==> config.mk <==
export PLATFORM = sky130hd
export DESIGN_NAME = dbg_mailbox_ctrl
export DESIGN_NICKNAME = d
export VERILOG_FILES = /design/src/rtl/dbg_mbox_pkg.sv /design/src/rtl/dbg_flag_core.sv /design/src/rtl/dbg_hold_buf.sv /design/src/rtl/dbg_boot_decode.sv /design/src/rtl/dbg_mailbox_ctrl.sv
export SDC_FILE = /design/constraint.sdc
export NUM_CORES = 1
export LEC_CHECK = 0
export BUFFER_PORTS_ARGS = -buffer_cell sky130_fd_sc_hd__buf_2
export CAP_MARGIN = 20
export CORE_MARGIN = 5
export CORE_UTILIZATION = 40
export CTS_CLUSTER_SIZE = 16
export DETAILED_ROUTE_END_ITERATION = 10
export GPL_TIMING_DRIVEN = 0
export PLACE_DENSITY = 0.82
export SLEW_MARGIN = 5
export SYNTH_ARGS = -nofsm -noshare
export SYNTH_HDL_FRONTEND = slang
export SYNTH_HIERARCHICAL = 1
export SYNTH_SLANG_ARGS = --single-unit
export TNS_END_PERCENT = 100
==> constraint.sdc <==
create_clock -name clk -period 1 [get_ports clk]
set_input_delay 0.1 -clock clk [delete_from_list [all_inputs] [get_ports clk]]
set_output_delay 0.1 -clock clk [all_outputs]
set_load 0.05 [all_outputs]
==> src/rtl/dbg_mbox_pkg.sv <==
package dbg_mbox_pkg;
    localparam int FLAG_BITS = 4;
    localparam int TXC_BIT   = 0;
    localparam int SPE_BIT   = 1;
    localparam int PSS_LO    = 2;
    localparam int PSS_W     = 2;

    typedef enum logic [1:0] {
        BOOT_USER     = 2'b00,
        BOOT_ISP_JTAG = 2'b01,
        BOOT_ISP_I2C  = 2'b10,
        BOOT_EXIT     = 2'b11
    } boot_mode_e;

    typedef struct packed {
        logic [PSS_W-1:0] pss;
        logic             spe;
        logic             txc;
    } flag_state_t;
endpackage

==> src/rtl/dbg_flag_core.sv <==
module dbg_flag_core
    import dbg_mbox_pkg::*;
(
    input  logic                 clk,
    input  logic                 por_n,
    input  logic                 tlr,
    input  logic                 flag_wr,
    input  logic [FLAG_BITS-1:0] wr_mask,
    input  logic [FLAG_BITS-1:0] wr_data,
    input  logic                 xfer_done,
    input  logic                 txc_clr,
    input  logic                 rod_evt,
    output logic                 txc_q,
    output logic                 spe_q,
    output logic [PSS_W-1:0]     pss_q
);
    flag_state_t st_d, st_q;

    always_comb begin
        st_d = st_q;
        // lowest priority: engine clear of transfer-complete
        if (txc_clr) st_d.txc = 1'b0;
        if (flag_wr) begin
            for (int i = 0; i < PSS_W; i++) begin
                if (wr_mask[PSS_LO+i]) st_d.pss[i] = wr_data[PSS_LO+i];
            end
            if (wr_mask[SPE_BIT]) st_d.spe = wr_data[SPE_BIT];
            if (wr_mask[TXC_BIT]) st_d.txc = wr_data[TXC_BIT];
            // touching either flag wipes the source select
            if (wr_mask[SPE_BIT] || wr_mask[TXC_BIT]) st_d.pss = '0;
        end
        // hardware set beats CPU write and engine clear
        if (xfer_done) st_d.txc = 1'b1;
        // enable clears beat a CPU set
        if (rod_evt || tlr) st_d.spe = 1'b0;
    end

    always_ff @(posedge clk or negedge por_n) begin
        if (!por_n) st_q <= '0;
        else        st_q <= st_d;
    end

    assign txc_q = st_q.txc;
    assign spe_q = st_q.spe;
    assign pss_q = st_q.pss;
endmodule

==> src/rtl/dbg_hold_buf.sv <==
module dbg_hold_buf #(
    parameter int W = 8
) (
    input  logic         clk,
    input  logic         por_n,
    input  logic         cpu_wr,
    input  logic [W-1:0] cpu_mask,
    input  logic [W-1:0] cpu_data,
    input  logic         tap_load,
    input  logic [W-1:0] tap_data,
    output logic [W-1:0] buf_q
);
    logic [W-1:0] buf_d;

    always_comb begin
        buf_d = buf_q;
        if (cpu_wr)   buf_d = (buf_q & ~cpu_mask) | (cpu_data & cpu_mask);
        if (tap_load) buf_d = tap_data;
    end

    always_ff @(posedge clk or negedge por_n) begin
        if (!por_n) buf_q <= '0;
        else        buf_q <= buf_d;
    end
endmodule

==> src/rtl/dbg_boot_decode.sv <==
module dbg_boot_decode
    import dbg_mbox_pkg::*;
(
    input  logic             spe_eff,
    input  logic [PSS_W-1:0] pss,
    output boot_mode_e       mode
);
    always_comb begin
        if (!spe_eff)         mode = BOOT_USER;
        else if (pss[PSS_W-1]) mode = BOOT_EXIT;
        else if (pss[0])       mode = BOOT_ISP_I2C;
        else                   mode = BOOT_ISP_JTAG;
    end
endmodule

==> src/rtl/dbg_mailbox_ctrl.sv <==
module dbg_mailbox_ctrl
    import dbg_mbox_pkg::*;
#(
    parameter int DATA_W = 8
) (
    input  logic              clk,
    input  logic              por_n,
    input  logic              tlr,
    input  logic              cpu_wr_en,
    input  logic              cpu_sel,
    input  logic [DATA_W-1:0] cpu_wr_mask,
    input  logic [DATA_W-1:0] cpu_wdata,
    output logic [DATA_W-1:0] cpu_rdata,
    input  logic              tap_spe,
    input  logic              tap_xfer_done,
    input  logic              eng_txc_clr,
    input  logic              rod_evt,
    input  logic              tap_load,
    input  logic [DATA_W-1:0] tap_load_data,
    output logic [DATA_W-1:0] tap_cap_data,
    output logic [1:0]        boot_mode
);
    logic             flag_wr, buf_wr, spe_eff;
    logic             txc_q, spe_cpu_q;
    logic [PSS_W-1:0] pss_q;
    logic [DATA_W-1:0] flag_rd, buf_q;
    boot_mode_e       mode;

    assign flag_wr = cpu_wr_en && !cpu_sel;
    assign buf_wr  = cpu_wr_en && cpu_sel;

    dbg_flag_core u_flags (
        .clk       (clk),
        .por_n     (por_n),
        .tlr       (tlr),
        .flag_wr   (flag_wr),
        .wr_mask   (cpu_wr_mask[FLAG_BITS-1:0]),
        .wr_data   (cpu_wdata[FLAG_BITS-1:0]),
        .xfer_done (tap_xfer_done),
        .txc_clr   (eng_txc_clr),
        .rod_evt   (rod_evt),
        .txc_q     (txc_q),
        .spe_q     (spe_cpu_q),
        .pss_q     (pss_q)
    );

    dbg_hold_buf #(.W(DATA_W)) u_buf (
        .clk      (clk),
        .por_n    (por_n),
        .cpu_wr   (buf_wr),
        .cpu_mask (cpu_wr_mask),
        .cpu_data (cpu_wdata),
        .tap_load (tap_load),
        .tap_data (tap_load_data),
        .buf_q    (buf_q)
    );

    assign spe_eff = spe_cpu_q | tap_spe;

    dbg_boot_decode u_dec (
        .spe_eff (spe_eff),
        .pss     (pss_q),
        .mode    (mode)
    );

    always_comb begin
        flag_rd                   = '0;
        flag_rd[TXC_BIT]          = txc_q;
        flag_rd[SPE_BIT]          = spe_eff;
        flag_rd[PSS_LO +: PSS_W]  = pss_q;
    end

    assign cpu_rdata    = cpu_sel ? buf_q : flag_rd;
    assign tap_cap_data = buf_q;
    assign boot_mode    = mode;
endmodule

==> out/metrics.cfg, run 1 <==
[critical_path]
worstSetupPathType = reg2out
start_kind = register
critical_path_required_ns = 0.90
setup.worst_path.start = u_flags/spe_q$_DFFE_PN0P_
crit_chain = or2_1, mux2_2, buf_6
ff2ff_path_depth = 4
slowest_stage = dfrtp_1
cp-end-kind = primary output
cp_max_fo = 3
cp.arrival_ns = 1.32
max_stage_delay_ns = 0.38
crit-reg2reg-launch = u_flags/pss_q[0]$_DFFE_PN0P_

[timing]
hold_viol_final = 0
final.setup.tns_ns = -2.23
drv_slew = 0
period_needed_ns = 1.42
report.final.setup_viol = 17
setup_ws_ns = -0.415
max_freq_mhz = 707
rsz0062_at_grt = true
worst_pin_slew_ns = 0.372
fin_crit_sh_pct = 142
clock-skew-final_ns = 0
slew_headroom_pct = 75.1

[global_route]
grt_max_degree = 13
grt_usage_pct = 19.8
gr-total-overflow = 0
grt_pass1_vias = 917
antenna_found_initial = 0
grt_pass1_wl_mm = 4.04

[pwr]
p_int_uw = 1090
p_seq_share_pct = 32.8
power.density_nw_per_um2 = 1300
static-leakage-power_uw = 0.000651
finalPower_uw = 1770
vdd_drop_max_mv = 0.957
switching_share_pct = 38.4
clkPwrFrac_pct = 18.2
p_switching_uw = 679
power.share.combinational_pct = 49.1

[drt]
viasPerCell = 5.42
drt_iter0_markers = 18
ant_nets = 0
drt_wl_total_mm = 2.64
met1_length_mm = 1.00
drcViolationCount = 0
wl_met3_um = 278
met2WireLength_mm = 1.33
wl_per_cell_um = 16.2
vias = 883
routed.top_layer = met4
first_pass_iters = 5

[placed_design]
io_buffers = 50
dp_hpwl_mm = 1.77
gp_congestion = 0.790

[synth]
postSynthRegisterBits = 12
yosysWarningCount = 6
synthDistinctLibCells = 22
synth_area_leaders = dfrtp_1 (40%), o31a_1 (9.3%), a21boi_0 (7.9%)
synth.avg_cell_area_um2 = 10.1
synth_top_area_cell = dfrtp_1
netlist_area_um2 = 757
syn_inst = 75
synth_top_area_share_pct = 39.7
yosysSeqAreaShare_pct = 39.7
syn-num-nets = 109

[floorplan]
boundaryPins = 52
die_x_um = 53.5
core_um2 = 1760
die_y_um = 53.5
die_area_um2 = 2860
rows = 15
initial_core_util_pct = 42.9

[min_path]
worstHoldPathType = in2reg
worstHoldPathCells = 2
hp-start = tap_xfer_done

[cells_and_area]
fill_cells = 123
finalNetCount = 173
regArea_um2 = 310
final_common_cell = buf_2
drive_above_1_share_pct = 65.2
multiInputGateArea_um2 = 463
final_cell_mix = buf_2 (33), buf_6 (14), buf_8 (10)
diodes = 0
areaGrowthSynthToFinish_pct = 80.0

[status]
outcome = complete, but fails checks
violations = negative setup slack

[clock_network]
cts_num_sinks = 12
cts.root.buffer_cell = clkbuf_4
clkSlewWorstSetupHoldPaths_ns = 0.08
worstSkewPairLatency_ns = 0.27
cts_max_level = 1
clockBufferDepth = 2
tritoncts = built
cts_buffers = 3

[flow_run]
drv_cap = 0

## path summary, 6_finish.rpt
path / slack [ns] / end
worst min register to register: 0.62 / u_flags/spe_q$_DFFE_PN0P_
worst min-delay path: 0.03 / u_flags/txc_q$_DFF_PN0_
min in group asynchronous: 0.24 / u_flags/pss_q[0]$_DFFE_PN0P_
worst max register to register: -0.04 / u_flags/pss_q[0]$_DFFE_PN0P_
worst max-delay path: -0.42 / cpu_rdata[1]
max in group asynchronous: 0.53 / async pin
## power by group through the flow
stage	registers, uW	logic [uW]	clock network, uW
global placement	577	621	0
finish	579	867	321
detailed placement	581	630	0
global route	584	906	342
floorplan	690	327	0
CTS	571	825	322
## synth_stat cells
cell type / instances
a21boi_0: 8
nor3_1: 1
and3_2: 6
mux2_2: 4
nand2b_1: 9
nand2_1: 1
buf_2: 2
a311o_1: 1
o21a_1: 3
nor2b_1: 1
dfrtp_1: 12
and3_1: 2
a21boi_1: 1
a21oi_1: 1
and2_1: 5
or2_1: 1
o31a_1: 8
o32ai_1: 2
buf_6: 1
nand3_1: 2
mux2i_1: 1
inv_1: 3
## worst max-delay path: cells and delay by family (launching register included)
kind | cells | cell delay (ns)
flops | 1 | 0.38
buf+inv | 1 | 0.15
simple gates | 1 | 0.24
mux | 1 | 0.28
## per-layer routing
metal	GRT usage, %	vias up
met5	0	-
met4	6.38	0
met3	4.79	8
met2	36.9	54
met1	21.4	419
li1	-	402
## logic make-up after synthesis
group / Yosys count / share of synthesized area (%)
AND/OR/NAND/NOR: 28 / 23.3
multiplexers: 5 / 7.27
AO/OA/AOI/OAI: 24 / 25.5
flip-flops: 12 / 39.7
buffers and inverters: 6 / 4.30
## layout make-up
cell class,instances,area share (%)
timing repair buffer,59,35.7
tap,25,2.30
inverter,3,1.01
buffer,3,2.30
sequential,12,22.8
multi-input combinational,57,34.0
clock buffer,4,1.93
## timing repair
item	in CTS	in global routing
endpoints found under the hold margin	13	0
buffers inserted	5	2
hold buffers	3	0
setup endpoints to repair	17	22
resized for setup	48	15
pin swaps	4	0
## through the flow
stage | std cells | setup slack [ns] | hold slack [ns] | utilization (%) | area (um2)
6_report | 163 | -0.415 | 0.0303 | 77.2 | 1360
5_1_grt | 163 | -0.442 | 0.0397 | 77.2 | 1360
3_5_place_dp | 150 | -0.149 | 0.00303 | 61.1 | 1080
3_3_place_gp | 150 | -0.136 | -0.00438 | 61.1 | 1080
2_1_floorplan | 75 | -0.0508 | -0.196 | - | 796
4_1_cts | 162 | -0.407 | 0.0372 | 75.0 | 1320
Power figures use the tool's default switching activity.
==> inputs of run 2 (changes only) <==
--- a/config.mk
+++ b/config.mk
@@ -13,6 +13,7 @@
 export DETAILED_ROUTE_END_ITERATION = 10
 export GPL_TIMING_DRIVEN = 0
 export PLACE_DENSITY = 0.82
+export SETUP_SLACK_MARGIN = 0.4
 export SLEW_MARGIN = 5
 export SYNTH_ARGS = -nofsm -noshare
 export SYNTH_HDL_FRONTEND = slang
==> run 2 against run 1 <==
The run ends with negative hold slack, negative setup slack left. Fmax is 0.93% higher. Sequential power is essentially flat. Die area unchanged. Hold slack worse by 0.048 ns. Combinational power increased by 1%. Utilization up 1.6 points. Register-to-register slack barely moved. Routed wire length shrank 0.19%. Critical path depth unchanged. Critical path type unchanged. Highest routed layer unchanged. Worst setup slack improved by 0.013 ns. Largest power group unchanged. First-iteration DRC count decreased by 33%. Final cell count is 0.61% higher.
==> out/metrics.cfg, run 2 (same netlist as run 1, synthesis figures left out) <==
[status]
outcome = complete, but fails checks
violations = negative hold slack, negative setup slack

[critical_path]
r2r_setup_slack_ns = -0.04
cp-end-kind = primary output
timing.rr.end = u_flags/pss_q[0]$_DFFE_PN0P_
cp_max_fo = 3
start_kind = register
worstSetupPathType = reg2out
cp.arrival_ns = 1.30
crit_end = cpu_rdata[1]
critical_path_required_ns = 0.90
crit-reg2reg-launch = u_flags/pss_q[0]$_DFFE_PN0P_
ff2ff_path_depth = 4
setup.worst_path.start = u_flags/spe_q$_DFFE_PN0P_

[global_route]
grt_max_degree = 13
grt_pass1_wl_mm = 3.91
grt_usage_pct = 18.8
gr-total-overflow = 0
antenna_found_initial = 0
grt_pass1_vias = 903

[timing]
drv_slew = 0
slew_headroom_pct = 77.7
worst_pin_slew_ns = 0.334
fin_crit_sh_pct = 140
final.setup.tns_ns = -2.65
whs_ns = -0.0176
setup_ws_ns = -0.402
max_freq_mhz = 713
hold_viol_final = 1
period_needed_ns = 1.40
rsz0062_at_grt = true
report.final.setup_viol = 18
clock-skew-final_ns = 0

[cells_and_area]
final_cell_mix = buf_2 (33), buf_6 (20), nand2b_1 (9)
regArea_um2 = 310
multiInputGateArea_um2 = 484
drive_above_1_share_pct = 72.7
areaGrowthSynthToFinish_pct = 83.8
fill_cells = 127
fin_cells = 164
finalNetCount = 174
final_common_cell = buf_2
diodes = 0

[clock_network]
cts.root.buffer_cell = clkbuf_4
worstSkewPairLatency_ns = 0.27
clkSlewWorstSetupHoldPaths_ns = 0.07
cts_max_level = 1
cts_hold_buf = 1
cts_buffers = 3
cts_num_sinks = 12
clockBufferDepth = 2
tritoncts = built

[drt]
ant_nets = 0
first_pass_iters = 4
drt_iter0_markers = 12
wl_per_cell_um = 16.0
viasPerCell = 5.19
drcViolationCount = 0
drt_wl_total_mm = 2.63
vias = 851

[placed_design]
gp_congestion = 0.737
dp_hpwl_mm = 1.73
dpl.cell_count = 150
io_buffers = 50

[min_path]
worstHoldPathType = in2reg

[pwr]
static-leakage-power_uw = 0.000658
power.density_nw_per_um2 = 1280
vdd_drop_max_mv = 0.883

[flow_run]
drv_cap = 0

[floorplan]
boundaryPins = 52
initial_core_util_pct = 42.9
die_y_um = 53.5
die_x_um = 53.5
die_area_um2 = 2860
rows = 15
core_um2 = 1760

run 2: layout make-up:
cell class,instances,share of cell area (%)
repair buffers,60,35.7
multi-input cells,57,34.8
flip-flops and latches,12,22.3
plain buffers,3,2.25
well taps,25,2.25
clock buffers,4,1.89
inverters,3,0.809
run 2: critical path, stage by stage (launching register included):
cell	delay, ns
dfrtp_1	0.37
or2_1	0.23
mux2_4	0.28
buf_6	0.15
run 2: power by group:
part	switching [uW]	internal (uW)	total, uW
Combinational	469	407	876
Clock	165	154	319
Sequential	46.0	536	582
run 2: per-stage QoR:
| step | power (uW) | cell area, um2 | utilization [%] | hold slack [ns] | worst slack, ns |
|---|---|---|---|---|---|
| global placement | 1200 | 1080 | 61.3 | -0.00304 | -0.151 |
| global route | 1850 | 1390 | 78.9 | -0.0194 | -0.463 |
| finish | 1780 | 1390 | 78.9 | -0.0176 | -0.402 |
| detailed placement | 1210 | 1080 | 61.3 | -0.000112 | -0.181 |
| floorplan | 1020 | 800 | - | -0.196 | -0.0280 |
| CTS | 1690 | 1290 | 72.9 | -0.0184 | -0.410 |
run 2: worst min-delay path by stage:
stage | startpoint | to | slack, ns | cells after the start
CTS | rod_evt | u_flags/spe_q$_DFFE_PN0P_ | -0.02 | 2
global route | tlr | u_flags/spe_q$_DFFE_PN0P_ | -0.02 | 2
finish | tlr | u_flags/spe_q$_DFFE_PN0P_ | -0.02 | 2
floorplan | por_n | async pin | -0.20 | 0
global placement | por_n | u_flags/txc_q$_DFF_PN0_ | -0.003 | 1
detailed placement | por_n | u_flags/txc_q$_DFF_PN0_ | -0.0001 | 1
run 2: timing repair:
item                                   in CTS  in global routing
setup buffers                               1                  8
resized for setup                          55                 12
endpoints found under the hold margin      13                  1
setup endpoints to repair                  30                 30
run 2: layer usage:
metal	up-vias	GRT usage, %	part of all wire (%)
met2	45	32.4	49
met4	0	5.11	1.5
met1	396	23.0	41
met5	-	0	0
li1	404	-	-
met3	6	4.51	8.5
